## src/rtl/flash_cmd_decoder.sv

```systemverilog
module flash_cmd_decoder #(
  parameter int ADDR_W   = 20,
  parameter int SECT_LSB = 12,
  parameter int BLK_LSB  = 16
) (
  input  logic                      clk,
  input  logic                      rst_n,
  input  logic                      wr_strobe,
  input  logic [ADDR_W-1:0]         wr_addr,
  input  logic [7:0]                wr_data,
  input  logic                      busy,
  output logic                      prog_req,
  output logic [ADDR_W-1:0]         prog_addr,
  output logic [7:0]                prog_data,
  output logic                      sect_erase_req,
  output logic [ADDR_W-SECT_LSB-1:0] erase_sector,
  output logic                      blk_erase_req,
  output logic [ADDR_W-BLK_LSB-1:0]  erase_block,
  output logic                      chip_erase_req,
  output logic                      id_req,
  output logic                      query_req,
  output logic                      exit_req,
  output logic [1:0]                mode
);
  localparam int CMP_W = 15;
  localparam logic [CMP_W-1:0] KEY_A = 15'h5555;
  localparam logic [CMP_W-1:0] KEY_B = 15'h2AAA;
  localparam logic [1:0] M_READ = 2'd0, M_ID = 2'd1, M_QRY = 2'd2;
  localparam int Q_PROG = 0, Q_SECT = 1, Q_BLK = 2, Q_CHIP = 3,
                 Q_ID = 4, Q_QRY = 5, Q_EXIT = 6, NREQ = 7;

  typedef enum logic [2:0] {
    S_IDLE, S_U1, S_U2, S_PRG, S_E3, S_E4, S_E5
  } seq_t;

  seq_t            st, nst;
  logic [1:0]      nmode;
  logic [NREQ-1:0] req, nreq;
  logic            strobe_q;

  wire edge_seen = wr_strobe & ~strobe_q;
  wire live      = edge_seen & ~busy;
  wire at_a      = wr_addr[CMP_W-1:0] == KEY_A;
  wire at_b      = wr_addr[CMP_W-1:0] == KEY_B;

  always_comb begin
    nst   = S_IDLE;
    nmode = M_READ;
    nreq  = '0;
    unique case (st)
      S_IDLE:
        if (at_a && wr_data == 8'hAA) begin nst = S_U1; nmode = mode; end
        else if (wr_data == 8'hF0) nreq[Q_EXIT] = 1'b1;
      S_U1:
        if (at_b && wr_data == 8'h55) begin nst = S_U2; nmode = mode; end
      S_U2:
        if (at_a) begin
          case (wr_data)
            8'hA0: begin nst = S_PRG; nmode = mode; end
            8'h80: begin nst = S_E3;  nmode = mode; end
            8'h90: begin nmode = M_ID;  nreq[Q_ID]  = 1'b1; end
            8'h98: begin nmode = M_QRY; nreq[Q_QRY] = 1'b1; end
            8'hF0: nreq[Q_EXIT] = 1'b1;
            default: ;
          endcase
        end
      S_PRG: nreq[Q_PROG] = 1'b1;
      S_E3:
        if (at_a && wr_data == 8'hAA) begin nst = S_E4; nmode = mode; end
      S_E4:
        if (at_b && wr_data == 8'h55) begin nst = S_E5; nmode = mode; end
      S_E5:
        case (wr_data)
          8'h30: nreq[Q_SECT] = 1'b1;
          8'h50: nreq[Q_BLK]  = 1'b1;
          8'h10: nreq[Q_CHIP] = at_a;
          default: ;
        endcase
      default: ;
    endcase
  end

  always_ff @(posedge clk) begin
    if (!rst_n) begin
      strobe_q     <= 1'b1;
      st           <= S_IDLE;
      mode         <= M_READ;
      req          <= '0;
      prog_addr    <= '0;
      prog_data    <= '0;
      erase_sector <= '0;
      erase_block  <= '0;
    end else begin
      strobe_q <= wr_strobe;
      req      <= '0;
      if (live) begin
        st   <= nst;
        mode <= nmode;
        req  <= nreq;
        if (nreq[Q_PROG]) begin
          prog_addr <= wr_addr;
          prog_data <= wr_data;
        end
        if (nreq[Q_SECT]) erase_sector <= wr_addr[ADDR_W-1:SECT_LSB];
        if (nreq[Q_BLK])  erase_block  <= wr_addr[ADDR_W-1:BLK_LSB];
      end
    end
  end

  assign prog_req       = req[Q_PROG];
  assign sect_erase_req = req[Q_SECT];
  assign blk_erase_req  = req[Q_BLK];
  assign chip_erase_req = req[Q_CHIP];
  assign id_req         = req[Q_ID];
  assign query_req      = req[Q_QRY];
  assign exit_req       = req[Q_EXIT];
endmodule

```

## config.mk

```make
export PLATFORM = sky130hd
export DESIGN_NAME = flash_cmd_decoder
export DESIGN_NICKNAME = d
export VERILOG_FILES = /design/src/rtl/flash_cmd_decoder.sv
export SDC_FILE = /design/constraint.sdc
export NUM_CORES = 1
export LEC_CHECK = 0
export BUFFER_PORTS_ARGS = -buffer_cell sky130_fd_sc_hd__buf_4
export CAP_MARGIN = 10
export CELL_PAD_IN_SITES_DETAIL_PLACEMENT = 1
export CELL_PAD_IN_SITES_GLOBAL_PLACEMENT = 2
export CORE_ASPECT_RATIO = 2
export CORE_MARGIN = 2
export CORE_UTILIZATION = 30
export CTS_BUF_LIST = sky130_fd_sc_hd__clkbuf_16
export DETAILED_ROUTE_END_ITERATION = 12
export PLACE_DENSITY_LB_ADDON = 0.1
export SLEW_MARGIN = 10
export SYNTH_ARGS = -nofsm -noshare
export SYNTH_HDL_FRONTEND = slang
export SYNTH_SLANG_ARGS = --single-unit
export TNS_END_PERCENT = 50
```

## constraint.sdc

```tcl
create_clock -name clk -period 3.5 [get_ports clk]
set_clock_uncertainty 0.05 [all_clocks]
set_input_delay 1.05 -clock clk [delete_from_list [all_inputs] [get_ports clk]]
set_output_delay 1.05 -clock clk [all_outputs]
set_load 0.03 [all_outputs]
```

**After elaboration in Yosys (flattened, before gate mapping)**

Index checks and enable logic that the tools add are counted.

- Mux-type cells: 22
- Eq/ne operators: 21
- Reduce and logical (&&, ||, !) cells: 13
- Bitwise gates (word level): 4

Operators with widths:

| cell | number |
|---|---|
| 8-bit == test, second input constant | 6 |
| 8-bit by 7-bit == test with 1-bit output, second input constant | 2 |
| 15-bit by 14-bit == test with 1-bit output, second input constant | 1 |
| 15-bit == test, second input constant | 1 |
| 3-bit case mux with 5 select lines | 1 |
| 3-bit 2-to-1 mux | 4 |
| 2-bit case mux with 3 select lines | 2 |
| 4-bit AND reduction | 3 |
| 2-bit 2-to-1 mux | 5 |
| 3-bit == test, second input constant | 3 |
| 8-bit by 5-bit == test with 1-bit output, second input constant | 1 |
| 8-bit by 6-bit == test with 1-bit output, second input constant | 1 |
| 1-bit 2-to-1 mux | 8 |
| 2-bit AND reduction | 4 |
| 3-bit by 2-bit == test with 1-bit output, second input constant | 2 |
| 3-bit case mux with 2 select lines | 1 |
| 2-bit OR reduction | 3 |
| 2-bit inequality test, second input constant | 2 |
| 3-bit by 1-bit == test with 1-bit output, second input constant | 1 |
| 3-bit zero test | 1 |
| 3-bit inequality test, second input constant | 1 |
| 1-bit bitwise AND | 2 |
| 1-bit logical AND | 2 |
| 1-bit inverter | 2 |
| 1-bit case mux with 2 select lines | 1 |

- Register bits after elaboration: 53
- Logic and storage cells: 70

**Depth between registers and ports, before layout**

Gate-level depths: netlist of the first run.

- Depth in word-level cells: 5
- Gate-level depth with buffers: 8
- Mapped depth without buffers: 5

**Least setup slack after synthesis of the first run**

No wires, ideal clock.

- Kind: input-to-reg
- From: input wr_data[0]
- To: register erase_sector[5]
- Stages on the path: 7
- Arrival time: 2507 ps
- Data required time: 3335 ps
- Slack: 828 ps
- Setup time: 115 ps
- Path through: nor4_4 -> nand4_2 -> or4b_1 -> buf_2 -> buf_6 -> nand3_2 -> o21ai_2

- Longest elaborated chain between the ends: 4

Ends and longest elaborated chain:

| what | line | source |
|---|---|---|
| start: declaration | 10 | `input logic [7:0] wr_data,` |
| 8-bit by 6-bit == test with 1-bit output | 73 | `case (wr_data)` |
| 1-bit 2-to-1 mux | 73 |  |
| 2-bit 2-to-1 mux | 50 | `unique case (st)` |
| 2-bit AND reduction (no line) | n/a |  |
| end signal: assignment | 104 | `if (nreq[Q_SECT]) erase_sector <= wr_addr[ADDR_W-1:SECT_LSB];` |
| end: declaration | 16 | `output logic [ADDR_W-SECT_LSB-1:0] erase_sector,` |

Every way passes these cells.
A chain may end at the register's enable or synchronous reset.

**Worst setup path after layout of the first run**

- From: input wr_data[0]
- To: register erase_sector[1]

The elaborated chain is that of the path after synthesis.

==> results.sh, run 1 <==
export IMPL_status="finished, final reports clean"
export IMPL_clock_sinks=53
export IMPL_cpLargestDelayFamily="simple AND/OR/NAND/NOR gates"
export IMPL_synth_area_leaders="dfxtp_1 47%, nand2_1 12%, a21boi_0 9.6%"
export IMPL_yosysTopAreaCellShare_pct=46.93
export IMPL_io_pins=81
export IMPL_path_max_fanout=16
export IMPL_wl_per_cell_um=16.36
export IMPL_yosysWarnings=0
export IMPL_vdd_drop_max_v=0.0002360
export IMPL_p_int_mw=0.9745
export IMPL_clkLatencyLatePin_ns=0.29
export IMPL_io_buffers=80
export IMPL_cts_htree_levels=2
export IMPL_dr_pass1_iters=4
export IMPL_synth_flop_cell="dfxtp_1"
export IMPL_synth_common_cells="71 x nand2_1, 53 x dfxtp_1, 29 x a21boi_0, 11 x clkbuf_1, 9 x nand3_1"
export IMPL_wl_um=6954
export IMPL_post_cts_buffers=0
export IMPL_dp_hpwl_um=5239
export IMPL_critPathKind="input pin to flip-flop"
export IMPL_finalMaxSlewViolations=0
export IMPL_layout_drive_gt1_share_pct=32.13
export IMPL_detail_route_drc_violations=0
export IMPL_start_util_pct=31.11
export IMPL_endpoint="erase_sector[1]"
export IMPL_r2r_end="erase_sector[1]"
export IMPL_r2r_slack_ns=1.28
export IMPL_synthDistinctLibCells=40
export IMPL_p_comb_share_pct=6.4
export IMPL_antenna_left=0
export IMPL_die_h_um=126.8
export IMPL_grtUsageTotal_pct=17.85
export IMPL_whs_ns=0.4076
export IMPL_path_depth=6
export IMPL_required_ns=3.62
export IMPL_yosys_area_top_type="dfxtp_1"
export IMPL_cp_data_arrival_time_ns=3.05
export IMPL_fin_nets=364
export IMPL_grt_setup_unrepaired="false"
export IMPL_async_flop_share_pct=0
export IMPL_cts_tree="done"
export IMPL_numCtsBuffers=5
export IMPL_period_share_pct=83.79
export IMPL_core_area_um2=7267
export IMPL_critPathMaxStageDelay_ns=0.89
export IMPL_yosysMostFrequentCell="nand2_1"
export IMPL_reg2reg_depth=4
export IMPL_worstMarginPinSlew_ns=0.6911
export IMPL_clkPwrFrac_pct=44.6
export IMPL_grt_remaining_overflow=0
export IMPL_ys_seq_elements=53
export IMPL_drtIter0Drc=89
export IMPL_end_kind="flip-flop"
export IMPL_hold_class="flip-flop to flip-flop"
export IMPL_critPathLaunchType="input pin"
export IMPL_syn2layout_area_growth_pct=37.58
export IMPL_num_rows=44
export IMPL_startpoint="wr_data[0]"
export IMPL_fin_tns_setup_ns=0
export IMPL_antenna_found_initial=0
export IMPL_synth_area_per_cell_um2=8.832
export IMPL_p_leak_nw=1.210
export IMPL_power_density_nw_per_um2=397.6
export IMPL_finalCriticalPeriod_ns=2.933
export IMPL_grt_pass1_wl_um=11180
export IMPL_cts_buffer_depth=2
export IMPL_setup_viol=0
export IMPL_path_cells="buf_4 -> nor4_4 -> nand4_2 -> or4b_1 -> nand3_1 -> o21ai_2"
export IMPL_grt_pass1_vias=2158
export IMPL_relSlewSlack_pct=53.93
export IMPL_swShare_pct=21.20
export IMPL_power_switching_mw=0.2622
export IMPL_holdBufCountCts=0
export IMPL_path_clk_slew_ns=0.07
export IMPL_pwr_share_seq_pct=49.0
export IMPL_syn_inst=256
export IMPL_grt_max_degree=60
export IMPL_max_cap_violations=0
export IMPL_num_antenna_cells=0
export IMPL_hold_violations=0
export IMPL_cts_root_buf="clkbuf_16"
export IMPL_cts_resized=0
export IMPL_cp_num_buf_inv=1
export IMPL_vias_per_cell=4.925
export IMPL_dieArea_um2=8289
export IMPL_final_util_pct=42.80
export IMPL_synth_nets=288
export IMPL_die_w_um=65.39
export IMPL_syn_area_um2=2261
export IMPL_crit_slowest_cell="or4b_1"
export IMPL_place_gp_congestion=0.7937
export IMPL_synth_edf_count=0
export IMPL_r2r_start="st[1]"
export IMPL_vias=2093
export IMPL_fmax_mhz=341.0
export IMPL_yosysSeqAreaShare_pct=46.93
layer usage:
layer / routed length (um) / up-vias / track usage [%]
met3: 325 / 10 / 3.901
met5: 0 / - / 0
li1: - / 1032 / -
met2: 3930 / 55 / 33.49
met1: 2546 / 996 / 18.44
met4: 152 / 0 / 7.230
state kept, by name, summed over array words and instances, names as in the netlist:
| name | count |
|---|---|
| st | 3 |
| prog_data | 8 |
| erase_block | 4 |
| strobe_q | 1 |
| prog_addr | 20 |
| erase_sector | 8 |
| mode | 2 |
| req | 7 |
logic make-up after synthesis:
logic type,after synthesis,synth area share [%]
simple gates,135,31.99
flops,53,46.93
compound gates,47,15.72
buf+inv,16,3.154
mux,5,2.214
worst register-to-register path, cell delays in order (launching register included):
cell	delay, ns
dfxtp_1	0.63
nand4_2	0.22
or4b_1	0.89
nand3_1	0.24
o21ai_2	0.07
cells in the final DEF, fill, tap and decap left out, types with 4 or more instances in the layout:
cell type / instances
buf_4: 85
nand2_1: 71
dfxtp_1: 53
a21boi_0: 29
nand3_1: 9
nor2b_1: 8
o21ai_2: 8
nor2_1: 7
mux2i_1: 5
clkbuf_16: 5
nand4_1: 4
per-stage QoR:
step | power, mW | instance area [um2] | cells | setup slack, ns
6_report | 1.237 | 3110 | 425 | 0.5672
5_1_grt | 1.283 | 3110 | 425 | 0.4244
4_1_cts | 1.258 | 3110 | 425 | 0.5617
3_5_place_dp | 0.7004 | 2948 | 417 | 0.2556
3_3_place_gp | 0.7002 | 2948 | 417 | 0.3050
2_1_floorplan | 0.6473 | 2261 | 256 | 0.8282
final cells by class:
class	instances	area (um2)
clock buffer	5	125.1
clock inverter	3	37.54
fill	891	4156
multi-input combinational	187	1134
sequential	53	1061
tap	92	115.1
timing repair buffer	85	638.1
worst min path at each step:
stage | startpoint | endpoint | slack [ns] | cells past startpoint
2_1_floorplan | st[1] | req[3] | 0.45 | 2
3_3_place_gp | erase_sector[5] | erase_sector[5] | 0.40 | 2
3_5_place_dp | mode[1] | mode[1] | 0.40 | 2
4_1_cts | mode[1] | mode[1] | 0.41 | 2
5_1_grt | mode[1] | mode[1] | 0.42 | 2
6_report | mode[1] | mode[1] | 0.41 | 2
power by group through the flow:
stage                     clock, mW  sequential (mW)  combinational [mW]
final                         0.552            0.606              0.0792
after global routing          0.592            0.605              0.0860
after CTS                     0.572            0.605              0.0812
after detailed placement          0            0.619              0.0809
after global placement            0            0.619              0.0808
after floorplan                   0            0.618              0.0291
Power figures use the tool's default switching activity.
==> run 2, diff against run 1 <==
--- a/config.mk
+++ b/config.mk
@@ -11,7 +11,7 @@
 export CELL_PAD_IN_SITES_GLOBAL_PLACEMENT = 2
 export CORE_ASPECT_RATIO = 2
 export CORE_MARGIN = 2
-export CORE_UTILIZATION = 30
+export CORE_UTILIZATION = 28
 export CTS_BUF_LIST = sky130_fd_sc_hd__clkbuf_16
 export DETAILED_ROUTE_END_ITERATION = 12
 export PLACE_DENSITY_LB_ADDON = 0.1
==> constraint.sdc (replaced) <==
create_clock -name clk -period 2.94 [get_ports clk]
set_clock_uncertainty 0.05 [all_clocks]
set_input_delay 0.882 -clock clk [delete_from_list [all_inputs] [get_ports clk]]
set_output_delay 0.882 -clock clk [all_outputs]
set_load 0.03 [all_outputs]
==> run 2 against run 1 <==
Against the previous run:
- sequential power increased by 19%
- clock-buffer cell count did not move
- register-to-register slack got worse by 0.32 ns
- routed wire length grew 8.2%
- via count rose by 2.3%
- clock power increased by 22%
- non-clock buffer count increased by 4
- first-iteration DRC count is 3.4% higher
- cell area grew 1.2%
- total power grew 21%
- critical endpoint is now erase_sector[4]
==> results.sh, run 2 (same netlist as run 1, synthesis figures left out) <==
export IMPL_power_switching_mw=0.3273
export IMPL_syn2layout_area_growth_pct=39.29
export IMPL_startpoint="wr_data[0]"
export IMPL_layout_drive_gt1_share_pct=33.23
export IMPL_antenna_left=0
export IMPL_vias=2141
export IMPL_period_share_pct=80.89
export IMPL_r2r_start="st[2]"
export IMPL_pwr_share_seq_pct=48.3
export IMPL_final_cell_mix="89 x buf_4, 71 x nand2_1, 53 x dfxtp_1, 29 x a21boi_0, 9 x nand3_1"
export IMPL_multiInputGateArea_um2=1134
export IMPL_p_int_mw=1.163
export IMPL_io_pins=81
export IMPL_path_max_fanout=16
export IMPL_end_kind="flip-flop"
export IMPL_clkLatencyLatePin_ns=0.30
export IMPL_grt_pass1_vias=2251
export IMPL_regArea_um2=1061
export IMPL_wl_per_cell_um=17.38
export IMPL_power_density_nw_per_um2=473.4
export IMPL_status="finished, final reports clean"
export IMPL_grt_setup_unrepaired="false"
export IMPL_setup_slack_ns=0.5618
export IMPL_io_buffers=80
export IMPL_dp_hpwl_um=5653
export IMPL_path_clk_slew_ns=0.07
export IMPL_grtUsageTotal_pct=18.52
export IMPL_p_comb_share_pct=6.5
export IMPL_setup_viol=0
export IMPL_worstMarginPinSlew_ns=0.5485
export IMPL_grt_remaining_overflow=0
export IMPL_relSlewSlack_pct=63.44
export IMPL_dp_worst_setup_slack_ns=0.2641
export IMPL_cp_data_arrival_time_ns=2.51
export IMPL_post_cts_buffers=0
export IMPL_cts_buffer_depth=2
export IMPL_grt_pass1_wl_um=11780
export IMPL_critPathLaunchType="input pin"
export IMPL_fin_tns_setup_ns=0
export IMPL_num_rows=46
export IMPL_wl_um=7525
export IMPL_hp_start="mode[1]"
export IMPL_clock_sinks=53
export IMPL_finalMaxSlewViolations=0
export IMPL_finalCriticalPeriod_ns=2.378
export IMPL_cts_tree="done"
export IMPL_finalPower_mw=1.491
export IMPL_top_register="prog_addr"
export IMPL_holdBufCountCts=0
export IMPL_mostFrequentLayoutCell="buf_4"
export IMPL_numCtsBuffers=5
export IMPL_drtIter0Drc=92
export IMPL_cts_htree_levels=2
export IMPL_vias_per_cell=4.945
export IMPL_max_cap_violations=0
export IMPL_top_regs="prog_addr x20, erase_sector x8, prog_data x8"
export IMPL_vdd_drop_max_v=0.0002598
export IMPL_fmax_mhz=420.5
export IMPL_hold_violations=0
export IMPL_largest_reg_flops=20
export IMPL_num_antenna_cells=0
export IMPL_cts_root_buf="clkbuf_16"
export IMPL_dp_cells=425
export IMPL_start_util_pct=28.67
export IMPL_fin_cells=433
export IMPL_swShare_pct=21.95
export IMPL_fillers=929
export IMPL_place_area_um2=2983
export IMPL_fin_nets=368
export IMPL_antenna_found_initial=0
export IMPL_p_leak_nw=1.225
export IMPL_required_ns=3.08
export IMPL_detail_route_drc_violations=0
export IMPL_grt_max_degree=60
export IMPL_clkPwrFrac_pct=45.2
export IMPL_final_area_um2=3149
export IMPL_hold_class="flip-flop to flip-flop"
export IMPL_cts_resized=0
export IMPL_dieArea_um2=8853
export IMPL_dr_pass1_iters=4
export IMPL_core_area_um2=7885
export IMPL_place_gp_congestion=0.8145
export IMPL_critPathKind="input pin to flip-flop"
export IMPL_die_w_um=67.54
export IMPL_die_h_um=131.1
[run 2: changes by cell type in the layout (fill, tap and decap cells not counted)]
cell        delta
inv_1          -1
clkinvlp_4     +1
buf_4          +4
[run 2: worst max-delay path, stage by stage]
cell and delay, ns:
buf_4 0.14, nor4_4 0.33, nand4_2 0.19, or4b_1 0.55, buf_4 0.22, nand3_1 0.12, o21ai_2 0.06
[run 2: final timing paths]
check                                       end  slack, ns  cells after the start
worst max-delay path            erase_sector[4]       0.56                      7
worst min-delay path                    mode[1]       0.41                      2
worst max register to register  erase_sector[4]       0.96                      6
worst min register to register          mode[1]       0.41                      2
[run 2: area by class of cell]
cell class | instances | share of cell area (%)
clock buffer | 5 | 3.973
sequential | 53 | 33.69
timing repair buffer | 89 | 21.22
multi-input combinational | 187 | 36.00
tap | 96 | 3.814
clock inverter | 3 | 1.311
[run 2: power groups by stage]
| stage | clock network (mW) | registers, mW | logic, mW |
|---|---|---|---|
| final | 0.673 | 0.721 | 0.0969 |
| after global routing | 0.728 | 0.721 | 0.104 |
| after CTS | 0.701 | 0.720 | 0.0991 |
| after detailed placement | 0 | 0.737 | 0.0989 |
| after global placement | 0 | 0.737 | 0.0984 |
| after floorplan | 0 | 0.736 | 0.0347 |
[run 2: routing by layer]
layer,GRT usage (%),part of all wire [%],up-vias
li1,-,-,1042
met1,18.25,35,1039
met3,3.330,3.8,8
met4,6.963,1.7,0
met2,36.33,59,52
met5,0,0,-
[run 2: stage by stage]
stage	utilization [%]	hold WS [ns]
6_report	39.94	0.4050
5_1_grt	39.94	0.4395
4_1_cts	39.94	0.4133
3_5_place_dp	37.83	0.4033
3_3_place_gp	37.83	0.3915
2_1_floorplan	-	0.4461
